[src/rtl/dsp_agu.sv]
module dsp_agu #(
  parameter int AW   = 16,
  parameter int NREG = 8,
  localparam int IW  = $clog2(NREG)
) (
  input  logic          clk,
  input  logic          rst_n,
  input  logic          ld_en,
  input  logic [1:0]    ld_sel,
  input  logic [IW-1:0] ld_idx,
  input  logic [AW-1:0] ld_data,
  input  logic          acc_valid,
  input  logic [2:0]    acc_mode,
  input  logic [IW-1:0] acc_idx,
  input  logic [2:0]    acc_space,
  output logic [AW-1:0] ea,
  output logic          stall,
  output logic          illegal
);

  logic [AW-1:0] r_bank [NREG];
  logic [AW-1:0] n_bank [NREG];
  logic [AW-1:0] m_bank [NREG];
  logic [AW-1:0] cur_r, cur_n, next_r;

  assign cur_r = r_bank[acc_idx];
  assign cur_n = n_bank[acc_idx];

  wire predec     = acc_mode == 3'd4;
  wire bad_mode   = acc_mode > 3'd4;
  wire bad_space  = acc_space > 3'd5;
  wire no_predec  = acc_space == 3'd4 || acc_space == 3'd5;
  wire nonlinear  = m_bank[acc_idx] != {AW{1'b1}};
  wire accept;

  assign illegal = acc_valid && (bad_mode || bad_space || nonlinear || (predec && no_predec));
  assign accept  = acc_valid && !illegal;
  assign stall   = accept && predec;
  assign ea      = predec ? cur_r - 1'b1 : cur_r;

  always_comb begin
    case (acc_mode)
      3'd1:        next_r = cur_r + cur_n;
      3'd2:        next_r = cur_r + 1'b1;
      3'd3, 3'd4:  next_r = cur_r - 1'b1;
      default:     next_r = cur_r;
    endcase
  end

  always_ff @(posedge clk) begin
    if (!rst_n) begin
      for (int i = 0; i < NREG; i++) begin
        r_bank[i] <= '0;
        n_bank[i] <= '0;
        m_bank[i] <= '1;
      end
    end else begin
      if (accept) r_bank[acc_idx] <= next_r;
      if (ld_en) begin
        case (ld_sel)
          2'd0:    r_bank[ld_idx] <= ld_data;
          2'd1:    n_bank[ld_idx] <= ld_data;
          2'd2:    m_bank[ld_idx] <= ld_data;
          default: ;
        endcase
      end
    end
  end

  wire ld_hit = ld_en && ld_sel == 2'd0 && ld_idx == acc_idx;

  p_no_update_r3: assert property (@(posedge clk) disable iff (!rst_n)
    accept && acc_mode == 3'd0 && !ld_hit |=> r_bank[$past(acc_idx)] == $past(ea));

  p_post_offset_r4: assert property (@(posedge clk) disable iff (!rst_n)
    accept && acc_mode == 3'd1 && !ld_hit |=> r_bank[$past(acc_idx)] == $past(ea) + $past(cur_n));

  p_post_one_r5: assert property (@(posedge clk) disable iff (!rst_n)
    accept && acc_mode == 3'd2 && !ld_hit |=> r_bank[$past(acc_idx)] == $past(ea) + 1'b1);

  p_predec_wb_r6: assert property (@(posedge clk) disable iff (!rst_n)
    accept && predec && !ld_hit |=> r_bank[$past(acc_idx)] == $past(ea));

  p_refused_hold_r7: assert property (@(posedge clk) disable iff (!rst_n)
    !accept && !ld_hit |=> r_bank[$past(acc_idx)] == $past(cur_r));

  p_load_wins_r11: assert property (@(posedge clk) disable iff (!rst_n)
    ld_hit |=> r_bank[$past(ld_idx)] == $past(ld_data));

endmodule

[config.mk]
export PLATFORM = sky130hd
export DESIGN_NAME = dsp_agu
export DESIGN_NICKNAME = d
export VERILOG_FILES = /design/src/rtl/dsp_agu.sv
export SDC_FILE = /design/constraint.sdc
export NUM_CORES = 1
export LEC_CHECK = 0
export BUFFER_PORTS_ARGS = -buffer_cell sky130_fd_sc_hd__buf_2
export CAP_MARGIN = 20
export CORE_UTILIZATION = 57
export DETAILED_ROUTE_END_ITERATION = 10
export GPL_ROUTABILITY_DRIVEN = 0
export PLACE_DENSITY = 0.77
export SETUP_SLACK_MARGIN = 0.1
export SLEW_MARGIN = 5
export SYNTH_ARGS = -nofsm -noshare
export SYNTH_HDL_FRONTEND = slang
export SYNTH_SLANG_ARGS = --single-unit
[constraint.sdc]
create_clock -name clk -period 5.9 [get_ports clk]
set_input_delay 1.18 -clock clk [delete_from_list [all_inputs] [get_ports clk]]
set_output_delay 1.18 -clock clk [all_outputs]
set_load 0.05 [all_outputs]
==> metrics list, run 1 <==
- Via-to-Cell Ratio: slightly above 7
* CTS H-tree lvls: 2
* Post-synthesis instance total: 1653
- Register-to-register setup slack: 1.70 ns
* Post-Synthesis Net Count: 1704
* Clock latency on the worst-skew pair: 0.54 ns
- Dpl hpwl: 39400 µm
* Share of power burned in the clock network: 37.2%
- Max Slew Vio Count: 0
- The routed layout has around 15000 vias.
- Setup crit end kind: primary output
- Library cell with the highest instance count after synthesis: sky130_fd_sc_hd__edfxtp_1
- Final period util: 95.8%
- The worst pin sits at a relative slew slack of 21.0%.
* Count of final hold-check violations: 0
- Routed wire per std cell: 28.2 µm
* Total of flip-flops plus latches after synthesis: between 300 and 400
- The largest total area in the synthesized netlist belongs to sky130_fd_sc_hd__edfxtp_1.
- Buffers inserted to repair hold after CTS numbered 0.
* Count of different cell masters after synthesis: 85
* Number of iterations in the first detailed-routing pass: 7
- NetSw: 1.79 mW
- Worst hold path cell count: 3
- Count of synthesis-stage warnings from yosys: 0
- Clock tree from TritonCTS: built
* Share of synthesized flip-flops with an asynchronous set or reset: 0%
- Share of the core filled with cells in the final layout: approximately two thirds
* Cell mode on critical path: sky130_fd_sc_hd__buf_4
* Crit Path Max Fanout: 40
- Measured along the x axis, the die boundary spans 190 µm.
- Final setup vio count: 0
- IR analysis of the VDD net gives a maximum drop of 217 µV.
- The commonest cells after synthesis are sky130_fd_sc_hd__edfxtp_1 (384), sky130_fd_sc_hd__and2_1 (140), sky130_fd_sc_hd__nand2_1 (122), sky130_fd_sc_hd__or3_1 (122), sky130_fd_sc_hd__clkbuf_1 (110).
- For this design the static power due to leakage is between 7 and 8 nW.
- Combinational logic is responsible for 15.0% of the overall power.
- Maximum buffer depth of the clock tree: 3
* Cell with the largest stage delay on the worst path: sky130_fd_sc_hd__a2111oi_2
- After floorplanning, the core was sized to cover 0.0347 mm².
- Initial DRC Count: around 2700
* Netlist area before placement: between 0.02 and 0.025 mm²
- The root buffer cell chosen for the clock tree is sky130_fd_sc_hd__clkbuf_16.
- Startpoint types: primary input
* Portion of the post-synthesis area used by sequential elements: 57.1%
- Flop pwr share: a little under half
- Sorting the synthesized cells by area gives the leading types as sky130_fd_sc_hd__edfxtp_1 (57%), sky130_fd_sc_hd__and2_1 (4.3%), sky130_fd_sc_hd__or3_1 (3.8%).
* Pwr per Cell Area: 296 mW/mm²
* Area fraction of the dominant cell type after synthesis: a little under three fifths
- In the final layout, the share of cells above drive strength 1 is 19.4%.
- Counting I/O delays and the setup requirement, the final critical path takes between 5 and 6 ns.
- Vert. Die Dim: 190 µm
- The number of cells on the worst reg-to-reg path is 15.
* Top flip-flop cell by instance count after synthesis: sky130_fd_sc_hd__edfxtp_1
- Critical setup path kind: in -> out
- Overall routed net length: 61600 µm
- Filler cell count in the final layout: 2602
- # resized after CTS: 0
* Max-cap violations: 0
- Clock buffers created by TritonCTS: 41
* Run status: finished clean
- Entering global routing, the biggest net connects 120 pins.
- Number of global-route vias before repair: 15000
- Initial cell density of the core: 58.2%
- STA puts the critical path data required time at around 4.7 ns.
* Delay of the slowest critical-path stage: ~0.56 ns
* All-Layer GR Usage: 34.7%
- Number of antenna violations at the first check in global routing: 1
- Final ANT Viol Nets: 0
* Worst hold slack: 1.26 ns
- Rows: between 60 and 70
* Residual DRC: 0
- Multi-input gate area: approximately 0.008 mm²
* First-pass GRT wire length: 92200 µm
- DIE AREA: 0.0362 mm²
* Tightest Pin Transition: 1.18 ns
- Between clock sinks in the finished design, the worst skew comes to 0.0265 ns.
* Antenna diode count: 0
* Clock slew seen by the registers of the worst setup and hold paths: 0.06 ns
* Quantity of I/O buffers inserted on ports: 50
* Post-CTS setup-driven buffer insertion count: 0
* Number of sinks handled by clock tree synthesis: 384
- Count of boundary I/O pins: 52
* Critical path arrival: around 4.5 ns
- Relative to the synthesized area, the layout overhead comes to 11.8%.
- Switching Fraction: roughly 27%
- The startpoint identified for the worst hold timing path is ld_data[0].
- Total Nets Final: 1749
- After global routing the overflow that remains totals 0.
- Timing-limited maximum frequency: approximately 0.18 GHz
- The synthesized design contains 384 enable-type register cells.
* Path category of the worst min-delay check: in -> reg
- CP cell instances: buf_4, buf_4, nor2b_1, buf_4, o2bb2ai_1, o211ai_1, a2111oi_2, and4_1, nand2_1, nor2_1, buf_2
* Setup repair after global routing missed its margin: false
* Worst R2R End: r_bank[2][12]
- Mean cell area of the mapped netlist: 12.2 µm²
- The worst register-to-register path begins at n_bank[2][0].
- The path with the worst hold slack has its endpoint at r_bank[5][0].
- Summed over all failing endpoints, the final setup total negative slack is 0 ns.
- Pint: 4.89 mW
* FF/Latch Area: 0.0115 mm²
[worst max-delay path by stage]
stage | startpoint | to | slack, ns
2_1_floorplan | acc_idx[1] | r_bank[0][14] | 0.30
3_3_place_gp | acc_idx[1] | r_bank[7][12] | 0.37
3_5_place_dp | acc_idx[1] | r_bank[2][12] | 0.28
4_1_cts | acc_idx[1] | ea[12] | 0.30
5_1_grt | acc_idx[1] | ea[12] | 0.12
6_report | acc_idx[2] | stall | 0.25
[power groups by stage]
| stage | Combinational [mW] | Sequential (mW) | Clock [mW] |
|---|---|---|---|
| 4_1_cts | 0.972 | 3.19 | 2.49 |
| 5_1_grt | 1.06 | 3.20 | 2.59 |
| 6_report | 1.00 | 3.19 | 2.49 |
| 3_3_place_gp | 0.943 | 3.23 | 0 |
| 3_5_place_dp | 0.965 | 3.24 | 0 |
| 2_1_floorplan | 0.623 | 3.23 | 0 |
[layout make-up]
cell class | instances | area share [%]
Sequential cell | 384 | 51.0
Multi-Input combinational cell | 1100 | 35.5
Timing Repair Buffer | 154 | 5.01
Clock buffer | 48 | 4.85
Tap cell | 455 | 2.52
Clock inverter | 26 | 0.814
Inverter | 17 | 0.282
[through the flow]
stage	instance area [µm²]	setup WS [ns]	power (mW)	std cells
global placement	21300	0.368	4.18	2104
detailed placement	21300	0.284	4.21	2105
CTS	22500	0.301	6.65	2179
finish	22600	0.250	6.68	2184
global route	22600	0.122	6.85	2184
floorplan	20200	0.297	3.85	1653
[registers in the layout, summed over array words and instances (netlist names)]
| name | count |
|---|---|
| m_bank | 128 |
| r_bank | 128 |
| n_bank | 128 |
[layout by cell type (no fill, tap or decap), types with 14 or more instances in the layout]
master,n
sky130_fd_sc_hd__edfxtp_1,384
sky130_fd_sc_hd__and2_1,140
sky130_fd_sc_hd__or3_1,122
sky130_fd_sc_hd__nand2_1,121
sky130_fd_sc_hd__buf_4,96
sky130_fd_sc_hd__nor2_1,74
sky130_fd_sc_hd__o21ai_0,59
sky130_fd_sc_hd__buf_2,49
sky130_fd_sc_hd__a32o_1,48
sky130_fd_sc_hd__clkbuf_16,43
sky130_fd_sc_hd__mux2_2,34
sky130_fd_sc_hd__a221oi_1,33
sky130_fd_sc_hd__a21oi_1,32
sky130_fd_sc_hd__o31ai_1,32
sky130_fd_sc_hd__mux4_2,31
sky130_fd_sc_hd__mux2i_1,30
sky130_fd_sc_hd__a22o_1,25
sky130_fd_sc_hd__or2_2,21
sky130_fd_sc_hd__xnor2_1,20
sky130_fd_sc_hd__nand3_1,19
sky130_fd_sc_hd__o21ai_1,18
sky130_fd_sc_hd__ha_1,16
sky130_fd_sc_hd__a221o_1,15
sky130_fd_sc_hd__nor3_1,15
sky130_fd_sc_hd__inv_1,14
[worst max-delay path: cells and delay by family]
family	cells	cell delay [ns]
buffers and inverters	4	1.41
AND/OR/NAND/NOR	4	1.01
AO/OA/AOI/OAI	3	0.83
[per-layer routing]
| metal | up-vias | GRT usage [%] | routed length, µm | part of all wire [%] |
|---|---|---|---|---|
| met5 | - | 0 | 8 | 0.013 |
| met4 | 2 | 14.5 | 2610 | 4.2 |
| met3 | 202 | 8.12 | 8730 | 14 |
| met2 | 1268 | 53.3 | 27800 | 45 |
| met1 | 7502 | 47.6 | 22400 | 36 |
| li1 | 6503 | - | - | - |
[cell families after synthesis]
kind of cell    after synthesis  synth area share (%)
flops                       384                  57.1
compound gates              367                  13.8
xor+xnor                     29                  1.26
buf+inv                     169                  3.53
fa+ha+maj                    17                  1.09
mux                         100                  7.35
simple gates                587                  15.9
(Power assumes the default switching activity.)
==> inputs of run 2 (changes only) <==
ABC_CLOCK_PERIOD_IN_PS = 5900   (was not set)
GPL_ROUTABILITY_DRIVEN = not set   (was 0)
PLACE_DENSITY = 0.85   (was 0.77)
==> run 2 against run 1 <==
Against the previous run: critical path type unchanged; non-clock buffer count shrank 1; routed wire length is 0.83% higher; maximum frequency rose by 1.4%.
==> metrics list, run 2 (synthesis results as in run 1) <==
- Run status: finished clean
- CTS placed an instance of sky130_fd_sc_hd__clkbuf_16 at the clock tree root.
- Leading cell type in the layout, fill and taps excluded: sky130_fd_sc_hd__edfxtp_1
* Share of power burned in the clock network: 38.0%
* Routed wire per std cell: 28.5 µm
* Total Nets Final: 1747
- The tightest min-delay check is of the in -> reg type.
- Final total negative setup slack: 0 ns
- The count of buffers added on input and output ports is 50.
* First-pass GRT wire length: 92200 µm
* Setup repair after global routing missed its margin: false
* Number of antenna violations at the first check in global routing: 2
- Via-to-Cell Ratio: 7.09
- Based on the critical path, the design can be clocked at up to roughly 0.18 GHz.
- Clock buffers created by TritonCTS: 40
- Across the routed clock network, the largest skew measured is 0.0220 ns.
* Tightest Pin Transition: 1.22 ns
- The smallest clock period supported by the final layout is computed as 5.57 ns.
- Setup ws final: 0.327 ns
- Delay-heaviest family, CP: simple AND/OR/NAND/NOR gates
- Final ANT Viol Nets: 0
- For the worst setup path, the data required time is 4.72 ns.
* Die width: 190 µm
- For this run, the total global-route usage over all layers was measured as roughly a third.
- Cell with the largest stage delay on the worst path: sky130_fd_sc_hd__a2111oi_2
* Peak VDD IR: 274 µV
- between 50 and 60 I/O pins were placed.
* Antenna diode count: 0
* Worst setup slack after placement: 0.416 ns
* Clock tree from TritonCTS: built
* Residual DRC: 0
- Detailed placement ended at an HPWL of 40100 µm.
- The analysis attributes to cell leakage a power of approximately 7.7 nW.
- The top cell types in the final layout, fill and taps aside, are sky130_fd_sc_hd__edfxtp_1 (384), sky130_fd_sc_hd__and2_1 (140), sky130_fd_sc_hd__or3_1 (122), sky130_fd_sc_hd__nand2_1 (121), sky130_fd_sc_hd__buf_4 (93).
- Routed vias: 15500
* Number of sinks handled by clock tree synthesis: 384
* Initial DRC Count: 2729
* Max-cap violations: 0
- Once the floorplan was initialized, standard cells occupied 58.2% of the core.
- After clock tree synthesis, the repair step resized 0 gates.
- DIE AREA: about 0.036 mm²
* Area of the core region: 0.0347 mm²
- GR Overflow Total: 0
* Pint: between 4 and 5 mW
- The critical path in this run is classified as in -> out.
- The worst path uses between 90 and 100% of the clock period.
* Number of iterations in the first detailed-routing pass: 6
- Placed cells: 2105
- Share of power burned in combinational logic: between 10% and 20%
* NetSw: about 1.8 mW
- The number of max-slew violations in the final report came to 0.
- CP cell instances: buf_4, buf_12, nor2b_1, buf_4, o2bb2ai_1, o211ai_1, a2111oi_2, and4_1, nand2_1, nor2_1, buf_2
- In the final layout, the share of cells above drive strength 1 is 19.2%.
- CTS H-tree lvls: 2
* Remaining max-slew budget at the tightest pin: around 18%
* Largest net degree at the start of global routing: 53
- Row generation in the floorplan step produced just under 70 rows.
- STA classifies the critical path startpoint as a primary input.
* Post-CTS setup-driven buffer insertion count: 0
* Cts hold-fix bufs: 0
- Critical path arrival: 4.39 ns
- By instance count, the cell type seen most on the critical path is sky130_fd_sc_hd__buf_4.
- Non-filler cells, final: 2181
- Pwr per Cell Area: 298 mW/mm²
* Area grow syn2layout: 12.0%
- The critical path contains buffers and inverters numbering 4 combined.
- Cells fill 65.2% of the core in the end.
- Flop pwr share: 47.3%
- In this run switching power makes up roughly a quarter of total power.
- Maximum buffer depth of the clock tree: 3
* Placer congestion estimate: 0.966
* Crit Path Max Fanout: 40
- The tightest hold path in the finished design has a slack of approximately 1.3 ns.
- STA classifies the critical path endpoint as a primary output.
- For the worst-skew pair, the clock arrives at the later sink with an insertion delay of 0.54 ns.
* Delay of the slowest critical-path stage: 0.51 ns
- Setup violations remaining at the end of the flow were counted as 0.
* Biggest regs: m_bank x128, n_bank x128, r_bank x128
- The via count of the first global-routing pass came to 15200.
- In this run the vertical extent of the chip is around 190 µm.
* Count of final hold-check violations: 0
- Overall routed net length: roughly 62000 µm
* Clock slew seen by the registers of the worst setup and hold paths: 0.06 ns
[run 2: metal layers]
metal,global-route usage (%),up-vias,part of all wire (%)
met5,0.549,-,0.056
met4,15.5,4,4.8
met3,8.08,236,14
met2,55.5,1264,46
met1,44.5,7461,35
li1,-,6488,-
[run 2: power groups by stage]
stage / clock network [mW] / registers (mW) / logic, mW
2_1_floorplan: 0 / 3.23 / 0.623
3_3_place_gp: 0 / 3.23 / 0.934
3_5_place_dp: 0 / 3.25 / 0.958
4_1_cts: 2.56 / 3.19 / 0.965
5_1_grt: 2.66 / 3.20 / 1.04
6_report: 2.57 / 3.19 / 0.994
[run 2: path summary, 6_finish.rpt]
check,to,cells after the start,slack (ns),startpoint
worst max-delay path,stall,11,0.33,acc_idx[2]
worst min-delay path,r_bank[2][0],3,1.27,ld_data[0]
worst max register to register,r_bank[7][12],15,1.66,r_bank[3][0]
worst min register to register,r_bank[2][0],6,1.36,r_bank[0][0]
[run 2: final cells by class]
type                            count  area [µm²]
Clock buffer                       49        1060
Clock inverter                     23         270
Fill cell                        2454       12100
Inverter                           17        63.8
Multi-Input combinational cell   1100        8010
Sequential cell                   384       11500
Tap cell                          455         569
Timing Repair Buffer              153        1130
[run 2: per-stage QoR]
stage	power, mW	cell area [µm²]
2_1_floorplan	3.85	20200
3_3_place_gp	4.17	21200
3_5_place_dp	4.20	21300
4_1_cts	6.71	22600
5_1_grt	6.90	22600
6_report	6.75	22600
[run 2: worst reg2reg max path, delay by kind of cell, from the launching register on]
kind / cells / cell delay, ns
compound gates: 8 / 1.96
fa+ha+maj: 2 / 0.69
mux: 2 / 0.45
buf+inv: 2 / 0.44
flops: 1 / 0.36
simple gates: 1 / 0.09
